$ cat src/rtl/acl_pkg.sv
package acl_pkg;
    typedef enum logic [2:0] {
        S_WAIT,
        S_TAG,
        S_ADDR,
        S_DATA,
        S_PCM,
        S_FILL
    } fstate_t;
endpackage

$ cat src/rtl/acl_seq.sv
module acl_seq
    import acl_pkg::*;
#(
    parameter int TAG_BITS   = 16,
    parameter int SLOT_BITS  = 20,
    parameter int FRAME_BITS = 256,
    localparam int CNT_W     = $clog2(FRAME_BITS)
) (
    input  logic             clk,
    input  logic             rst_n,
    input  logic             start,
    output fstate_t          st,
    output logic [CNT_W-1:0] cnt
);
    localparam int FILL_BITS = FRAME_BITS - TAG_BITS - 3 * SLOT_BITS;
    localparam logic [CNT_W-1:0] TAG_TOP  = CNT_W'(TAG_BITS - 1);
    localparam logic [CNT_W-1:0] SLOT_TOP = CNT_W'(SLOT_BITS - 1);
    localparam logic [CNT_W-1:0] FILL_TOP = CNT_W'(FILL_BITS - 1);

    fstate_t          st_n;
    logic [CNT_W-1:0] cnt_n;

    always_ff @(posedge clk or negedge rst_n) begin
        if (!rst_n) begin
            st  <= S_WAIT;
            cnt <= '0;
        end else begin
            st  <= st_n;
            cnt <= cnt_n;
        end
    end

    always_comb begin
        st_n  = st;
        cnt_n = cnt;
        if (start) begin
            st_n  = S_TAG;
            cnt_n = TAG_TOP;
        end else begin
            unique case (st)
                S_WAIT: cnt_n = '0;
                S_TAG:
                    if (cnt == '0) begin
                        st_n  = S_ADDR;
                        cnt_n = SLOT_TOP;
                    end else begin
                        cnt_n = cnt - 1'b1;
                    end
                S_ADDR:
                    if (cnt == '0) begin
                        st_n  = S_DATA;
                        cnt_n = SLOT_TOP;
                    end else begin
                        cnt_n = cnt - 1'b1;
                    end
                S_DATA:
                    if (cnt == '0) begin
                        st_n  = S_PCM;
                        cnt_n = SLOT_TOP;
                    end else begin
                        cnt_n = cnt - 1'b1;
                    end
                S_PCM:
                    if (cnt == '0) begin
                        st_n  = S_FILL;
                        cnt_n = FILL_TOP;
                    end else begin
                        cnt_n = cnt - 1'b1;
                    end
                S_FILL:
                    if (cnt == '0) begin
                        st_n  = S_WAIT;
                    end else begin
                        cnt_n = cnt - 1'b1;
                    end
                default: begin
                    st_n  = S_WAIT;
                    cnt_n = '0;
                end
            endcase
        end
    end
endmodule

$ cat src/rtl/acl_snap.sv
module acl_snap #(
    parameter int TAG_BITS  = 16,
    parameter int SLOT_BITS = 20,
    parameter int IDX_W     = 7,
    parameter int DATA_W    = 16,
    parameter int ADC_W     = 18
) (
    input  logic                 clk,
    input  logic                 rst_n,
    input  logic                 start,
    input  logic                 codec_ready,
    input  logic                 rd_req_vld,
    input  logic [IDX_W-1:0]     rd_req_idx,
    input  logic [DATA_W-1:0]    rd_data,
    input  logic [ADC_W-1:0]     adc_left,
    input  logic                 adc_off,
    input  logic                 vra_en,
    input  logic                 need_left,
    input  logic                 need_right,
    output logic [TAG_BITS-1:0]  tag_w,
    output logic [SLOT_BITS-1:0] addr_w,
    output logic [SLOT_BITS-1:0] data_w,
    output logic [SLOT_BITS-1:0] pcm_w
);
    localparam int IDX_LSB = SLOT_BITS - 1 - IDX_W;

    logic                 pend_vld;
    logic [IDX_W-1:0]     pend_idx;
    logic                 echo;
    logic [IDX_W-1:0]     idx_sel;
    logic [TAG_BITS-1:0]  tag_c;
    logic [SLOT_BITS-1:0] addr_c, data_c, pcm_c;

    // Pending read for the frame in progress; consumed by the next frame start.
    always_ff @(posedge clk or negedge rst_n) begin
        if (!rst_n) begin
            pend_vld <= 1'b0;
            pend_idx <= '0;
        end else if (start) begin
            pend_vld <= 1'b0;
        end else if (rd_req_vld) begin
            pend_vld <= 1'b1;
            pend_idx <= rd_req_idx;
        end
    end

    always_comb begin
        echo    = pend_vld | rd_req_vld;
        idx_sel = rd_req_vld ? rd_req_idx : pend_idx;

        addr_c = '0;
        if (echo) addr_c[IDX_LSB +: IDX_W] = idx_sel;
        addr_c[IDX_LSB-1] = vra_en & ~need_left;
        addr_c[IDX_LSB-2] = vra_en & ~need_right;

        data_c = '0;
        if (echo) data_c[SLOT_BITS-1 -: DATA_W] = rd_data;

        pcm_c = '0;
        if (!adc_off) pcm_c[SLOT_BITS-1 -: ADC_W] = adc_left;

        tag_c = '0;
        tag_c[TAG_BITS-2] = echo;
        tag_c[TAG_BITS-3] = echo;
        tag_c[TAG_BITS-4] = ~adc_off;
        tag_c[TAG_BITS-1] = codec_ready | echo | ~adc_off;
    end

    always_ff @(posedge clk or negedge rst_n) begin
        if (!rst_n) begin
            tag_w  <= '0;
            addr_w <= '0;
            data_w <= '0;
            pcm_w  <= '0;
        end else if (start) begin
            tag_w  <= tag_c;
            addr_w <= addr_c;
            data_w <= data_c;
            pcm_w  <= pcm_c;
        end
    end
endmodule

$ cat src/rtl/acl_in_framer.sv
module acl_in_framer
    import acl_pkg::*;
#(
    parameter int TAG_BITS   = 16,
    parameter int SLOT_BITS  = 20,
    parameter int FRAME_BITS = 256,
    parameter int IDX_W      = 7,
    parameter int DATA_W     = 16,
    parameter int ADC_W      = 18
) (
    input  logic              bit_clk,
    input  logic              rst_n,
    input  logic              sync,
    input  logic              codec_ready,
    input  logic              rd_req_vld,
    input  logic [IDX_W-1:0]  rd_req_idx,
    input  logic [DATA_W-1:0] rd_data,
    input  logic [ADC_W-1:0]  adc_left,
    input  logic              adc_off,
    input  logic              vra_en,
    input  logic              need_left,
    input  logic              need_right,
    output logic              sdin
);
    localparam int CNT_W   = $clog2(FRAME_BITS);
    localparam int TAG_IW  = $clog2(TAG_BITS);
    localparam int SLOT_IW = $clog2(SLOT_BITS);

    logic                 sync_q;
    logic                 frame_start;
    fstate_t              st;
    logic [CNT_W-1:0]     bit_cnt;
    logic [TAG_BITS-1:0]  tag_w;
    logic [SLOT_BITS-1:0] addr_w, data_w, pcm_w;
    logic                 sdin_c;

    always_ff @(posedge bit_clk or negedge rst_n) begin
        if (!rst_n) sync_q <= 1'b0;
        else        sync_q <= sync;
    end

    assign frame_start = sync & ~sync_q;

    acl_seq #(
        .TAG_BITS  (TAG_BITS),
        .SLOT_BITS (SLOT_BITS),
        .FRAME_BITS(FRAME_BITS)
    ) u_seq (
        .clk  (bit_clk),
        .rst_n(rst_n),
        .start(frame_start),
        .st   (st),
        .cnt  (bit_cnt)
    );

    acl_snap #(
        .TAG_BITS (TAG_BITS),
        .SLOT_BITS(SLOT_BITS),
        .IDX_W    (IDX_W),
        .DATA_W   (DATA_W),
        .ADC_W    (ADC_W)
    ) u_snap (
        .clk        (bit_clk),
        .rst_n      (rst_n),
        .start      (frame_start),
        .codec_ready(codec_ready),
        .rd_req_vld (rd_req_vld),
        .rd_req_idx (rd_req_idx),
        .rd_data    (rd_data),
        .adc_left   (adc_left),
        .adc_off    (adc_off),
        .vra_en     (vra_en),
        .need_left  (need_left),
        .need_right (need_right),
        .tag_w      (tag_w),
        .addr_w     (addr_w),
        .data_w     (data_w),
        .pcm_w      (pcm_w)
    );

    // Output process: pick the current bit of the current slot.
    always_comb begin
        unique case (st)
            S_WAIT:  sdin_c = 1'b0;
            S_TAG:   sdin_c = tag_w[bit_cnt[TAG_IW-1:0]];
            S_ADDR:  sdin_c = addr_w[bit_cnt[SLOT_IW-1:0]];
            S_DATA:  sdin_c = data_w[bit_cnt[SLOT_IW-1:0]];
            S_PCM:   sdin_c = pcm_w[bit_cnt[SLOT_IW-1:0]];
            S_FILL:  sdin_c = 1'b0;
            default: sdin_c = 1'b0;
        endcase
    end

    assign sdin = sdin_c;
endmodule

$ cat config.mk
export PLATFORM = sky130hd
export DESIGN_NAME = acl_in_framer
export DESIGN_NICKNAME = d
export VERILOG_FILES = /design/src/rtl/acl_pkg.sv /design/src/rtl/acl_seq.sv /design/src/rtl/acl_snap.sv /design/src/rtl/acl_in_framer.sv
export SDC_FILE = /design/constraint.sdc
export NUM_CORES = 1
export LEC_CHECK = 0
export BUFFER_PORTS_ARGS = -buffer_cell sky130_fd_sc_hd__buf_2
export CAP_MARGIN = 25
export CORE_UTILIZATION = 28
export CTS_BUF_LIST = sky130_fd_sc_hd__clkbuf_2 sky130_fd_sc_hd__clkbuf_4 sky130_fd_sc_hd__clkbuf_8
export CTS_CLUSTER_SIZE = 10
export DETAILED_ROUTE_END_ITERATION = 12
export GPL_TIMING_DRIVEN = 0
export PLACE_DENSITY = 0.43
export SLEW_MARGIN = 20
export SYNTH_ARGS = -nofsm -noshare
export SYNTH_HDL_FRONTEND = slang
export SYNTH_SLANG_ARGS = --single-unit
$ cat constraint.sdc
create_clock -name bit_clk -period 2.3 [get_ports bit_clk]
set_input_delay 0.115 -clock bit_clk [delete_from_list [all_inputs] [get_ports bit_clk]]
set_output_delay 0.115 -clock bit_clk [all_outputs]
set_load 0.01 [all_outputs]
==> qor.yml <==
yosys:
  synthMostInstantiatedCell: "dfrtp_1"
  synthAdderAreaFrac: 0.00378
  syn-instance-count: 311
  synth_xor_area_frac: 0.0106
  synthTopCellsByCount: "dfrtp_1, nand2_1, nor2_1, nand3b_1, a22o_1"
  synth-seq-cells: 66
  yosys.area.top_type: "dfrtp_1"
  ys_dominant_reg_cell: "dfrtp_1"
  postSynthAreaPerCell_um2: 10.7
  synth_cell_types: 53
  synth_top_family_by_area: "simple AND/OR/NAND/NOR gates"
  synth_fp_nets: 362
  muxShareOfSynthArea: 0.106
  synth.top_cell.area_share: 0.498
  synth_edf_count: 0
  yosys_warnings: 0
  syn_area_um2: 3310
  synth-seq-area-share: 0.498
  synth_compound_area_frac: 0.128
  synthTopCellsByArea: "dfrtp_1, nand2_1, nand3b_1"
  synthSimpleGateAreaFrac: 0.211
  synthArstFlopShare: 1.00
global_routing:
  grt_usage: 0.157
  grt_max_degree: 41
  grt_pass1_wl_um: 14900
  antenna_found_initial: 0
  grt_pass1_vias: 2849
  grt_overflow: 0
route:
  vias: 2674
  remaining_drc_errors: 0
  antenna_left: 0
  vias_per_cell: 4.84
  dr.pass1.iters: 4
  drt_iter0_drc: 75
  drt-total-wl_um: 8770
  drt-wirelength-per-cell_um: 15.9
layout:
  num_antenna_cells: 0
  n_fill_cell: 1168
  ff_latch_area_um2: 1650
  areaGrowthSynthToFinish_pct: 32.4
  multi_input_area_um2: 1580
  drive_gt1_frac: 0.268
  fin_util: 0.383
  layout.nets: 456
timing:
  tightest_slew_ns: 0.643
  setup_violations: 0
  period_share: 0.995
  finalCriticalPeriod_ns: 2.29
  skew_ns: 0.00927
  timing.hold.ws_ns: 0.0143
  fmax_ghz: 0.437
  hold_viol: 0
  rsz0062_at_grt: "true"
  finalMaxSlewViolations: 0
  max_slew_margin: 0.571
clock_network:
  cts-root-buf: "clkbuf_8"
  htree_levels: 3
  cts.sink_count: 66
  cts_tree: "done"
  clk-insertion-delay-late_ns: 0.34
  cts_buffers: 9
  cts.clk_slew.worst_paths_ns: 0.07
  ctsLongestPathBuffers: 2
floorplanning:
  die-area_um2: 12300
  design.core.area_um2: 11500
  placementRows: 39
  initial_core_util: 0.289
  die_h_um: 111
  boundaryPins: 51
  die_w_um: 111
worst_setup_path:
  rr_startpoint: "u_seq.cnt[0]"
  rrSetupSlack_ns: 0.11
  path_max_fanout: 5
  cp-start-kind: "register"
  critPathRequiredTime_ns: 2.18
  rr_endpoint: "u_seq.st[2]"
  endpoint: "sdin"
  r2r.worst_path.cells: 8
  critPathLaunch: "u_seq.cnt[0]"
  critPathKind: "reg2out"
  cp_data_arrival_time_ns: 2.17
  critPathCaptureType: "primary output"
placement:
  port_buffers: 48
  place.gp.congestion: 0.776
  dpl.hpwl_um: 6050
power_and_ir_drop:
  vdd_ir_drop_max_v: 0.000366
  leakage_nw: 1.98
  powerDensity_nw_per_um2: 890
job:
  drv_cap: 0
min_path:
  min_path_type: "in2reg"
outcome:
  status: "complete, no violations"
## worst max-delay path: stages, from the launching register on
cell     delay, ns
dfrtp_2       0.44
buf_12        0.12
buf_16        0.11
mux4_2        0.52
inv_2         0.06
a31oi_1       0.06
o21ai_1       0.21
nand4_1       0.14
buf_2         0.16
## timing repair
action | CTS | global route
hold buffers | 29 | 0
pin swaps | 7 | 1
gates resized for setup | 15 | 4
endpoints found under the hold margin | 54 | 0
endpoints found under the setup margin | 4 | 8
setup buffers | 5 | 0
gates cloned | 1 | 0
## stage by stage
stage	cells	setup WS (ns)	total power, mW	setup TNS (ns)	area, um^2
finish	553	0.0124	3.91	0	4390
global route	553	-0.0583	4.16	-0.0583	4390
CTS	554	-0.0146	3.94	-0.0146	4370
detailed placement	503	-0.116	2.72	-0.195	3750
global placement	502	-0.0817	2.72	-0.112	3730
floorplan	311	0.337	2.35	0	3310
## where the power goes
group	internal, mW	switching (mW)
registers	1.34	0.137
clock network	0.492	0.456
logic	0.762	0.722
## how the worst min path moves through the flow
stage	startpoint	endpoint	slack [ns]	cells past startpoint
2_1_floorplan	rst_n	sync_q	-0.18	0
3_3_place_gp	sync	sync_q	0.25	1
3_5_place_dp	rst_n	u_snap.pcm_w[7]	0.06	1
4_1_cts	rd_req_idx[3]	u_snap.pend_idx[3]	0.0004	2
5_1_grt	rd_req_idx[2]	u_snap.pend_idx[2]	0.0004	2
6_report	adc_left[6]	u_snap.pcm_w[8]	0.01	3
## cell usage in the layout (no fill, tap or decap), types with 4 or more instances in the layout
cell type | synthesis | routed
dfrtp_1 | 66 | 65
nand2_1 | 58 | 58
buf_2 | 5 | 51
dlygate4sd3_1 | 0 | 29
nor2_1 | 24 | 24
nand3b_1 | 21 | 21
a22o_1 | 16 | 16
clkbuf_1 | 15 | 14
clkbuf_8 | 0 | 12
mux2_2 | 9 | 9
a21oi_1 | 9 | 9
buf_4 | 1 | 7
a221oi_1 | 8 | 7
mux2i_1 | 6 | 6
mux4_2 | 5 | 6
inv_1 | 6 | 5
xnor2_1 | 4 | 4
## flip-flops by register name (all words and copies together), names as in the netlist
name	cells
u_seq.cnt	8
u_snap.tag_w	3
u_seq.st	3
sync_q	1
u_snap.data_w	16
u_snap.pcm_w	18
u_snap.pend_vld	1
u_snap.pend_idx	7
u_snap.addr_w	9
## cell type report
class,instances,area share
flip-flops and latches,66,0.377
multi-input cells,215,0.361
repair buffers,84,0.144
well taps,143,0.0408
clock buffers,13,0.0393
plain buffers,23,0.0282
clock inverters,3,0.00513
inverters,6,0.00513
## cells by family (layout without fill, tap and decap cells)
kind of cell / Yosys count / count (layout)
simple gates: 132 / 132
fa+ha+maj: 1 / 1
flops: 66 / 66
xor+xnor: 4 / 4
mux: 23 / 23
buf+inv: 30 / 129
compound gates: 55 / 55
## routing by layer
metal,routed length (um),part of all wire,vias to the layer above,track usage
met5,0,0,-,0
met4,108,0.012,0,0.0507
met3,240,0.027,10,0.0328
met2,4400,0.50,37,0.269
met1,4020,0.46,1314,0.198
li1,-,-,1313,-
(Power assumes the default switching activity.)
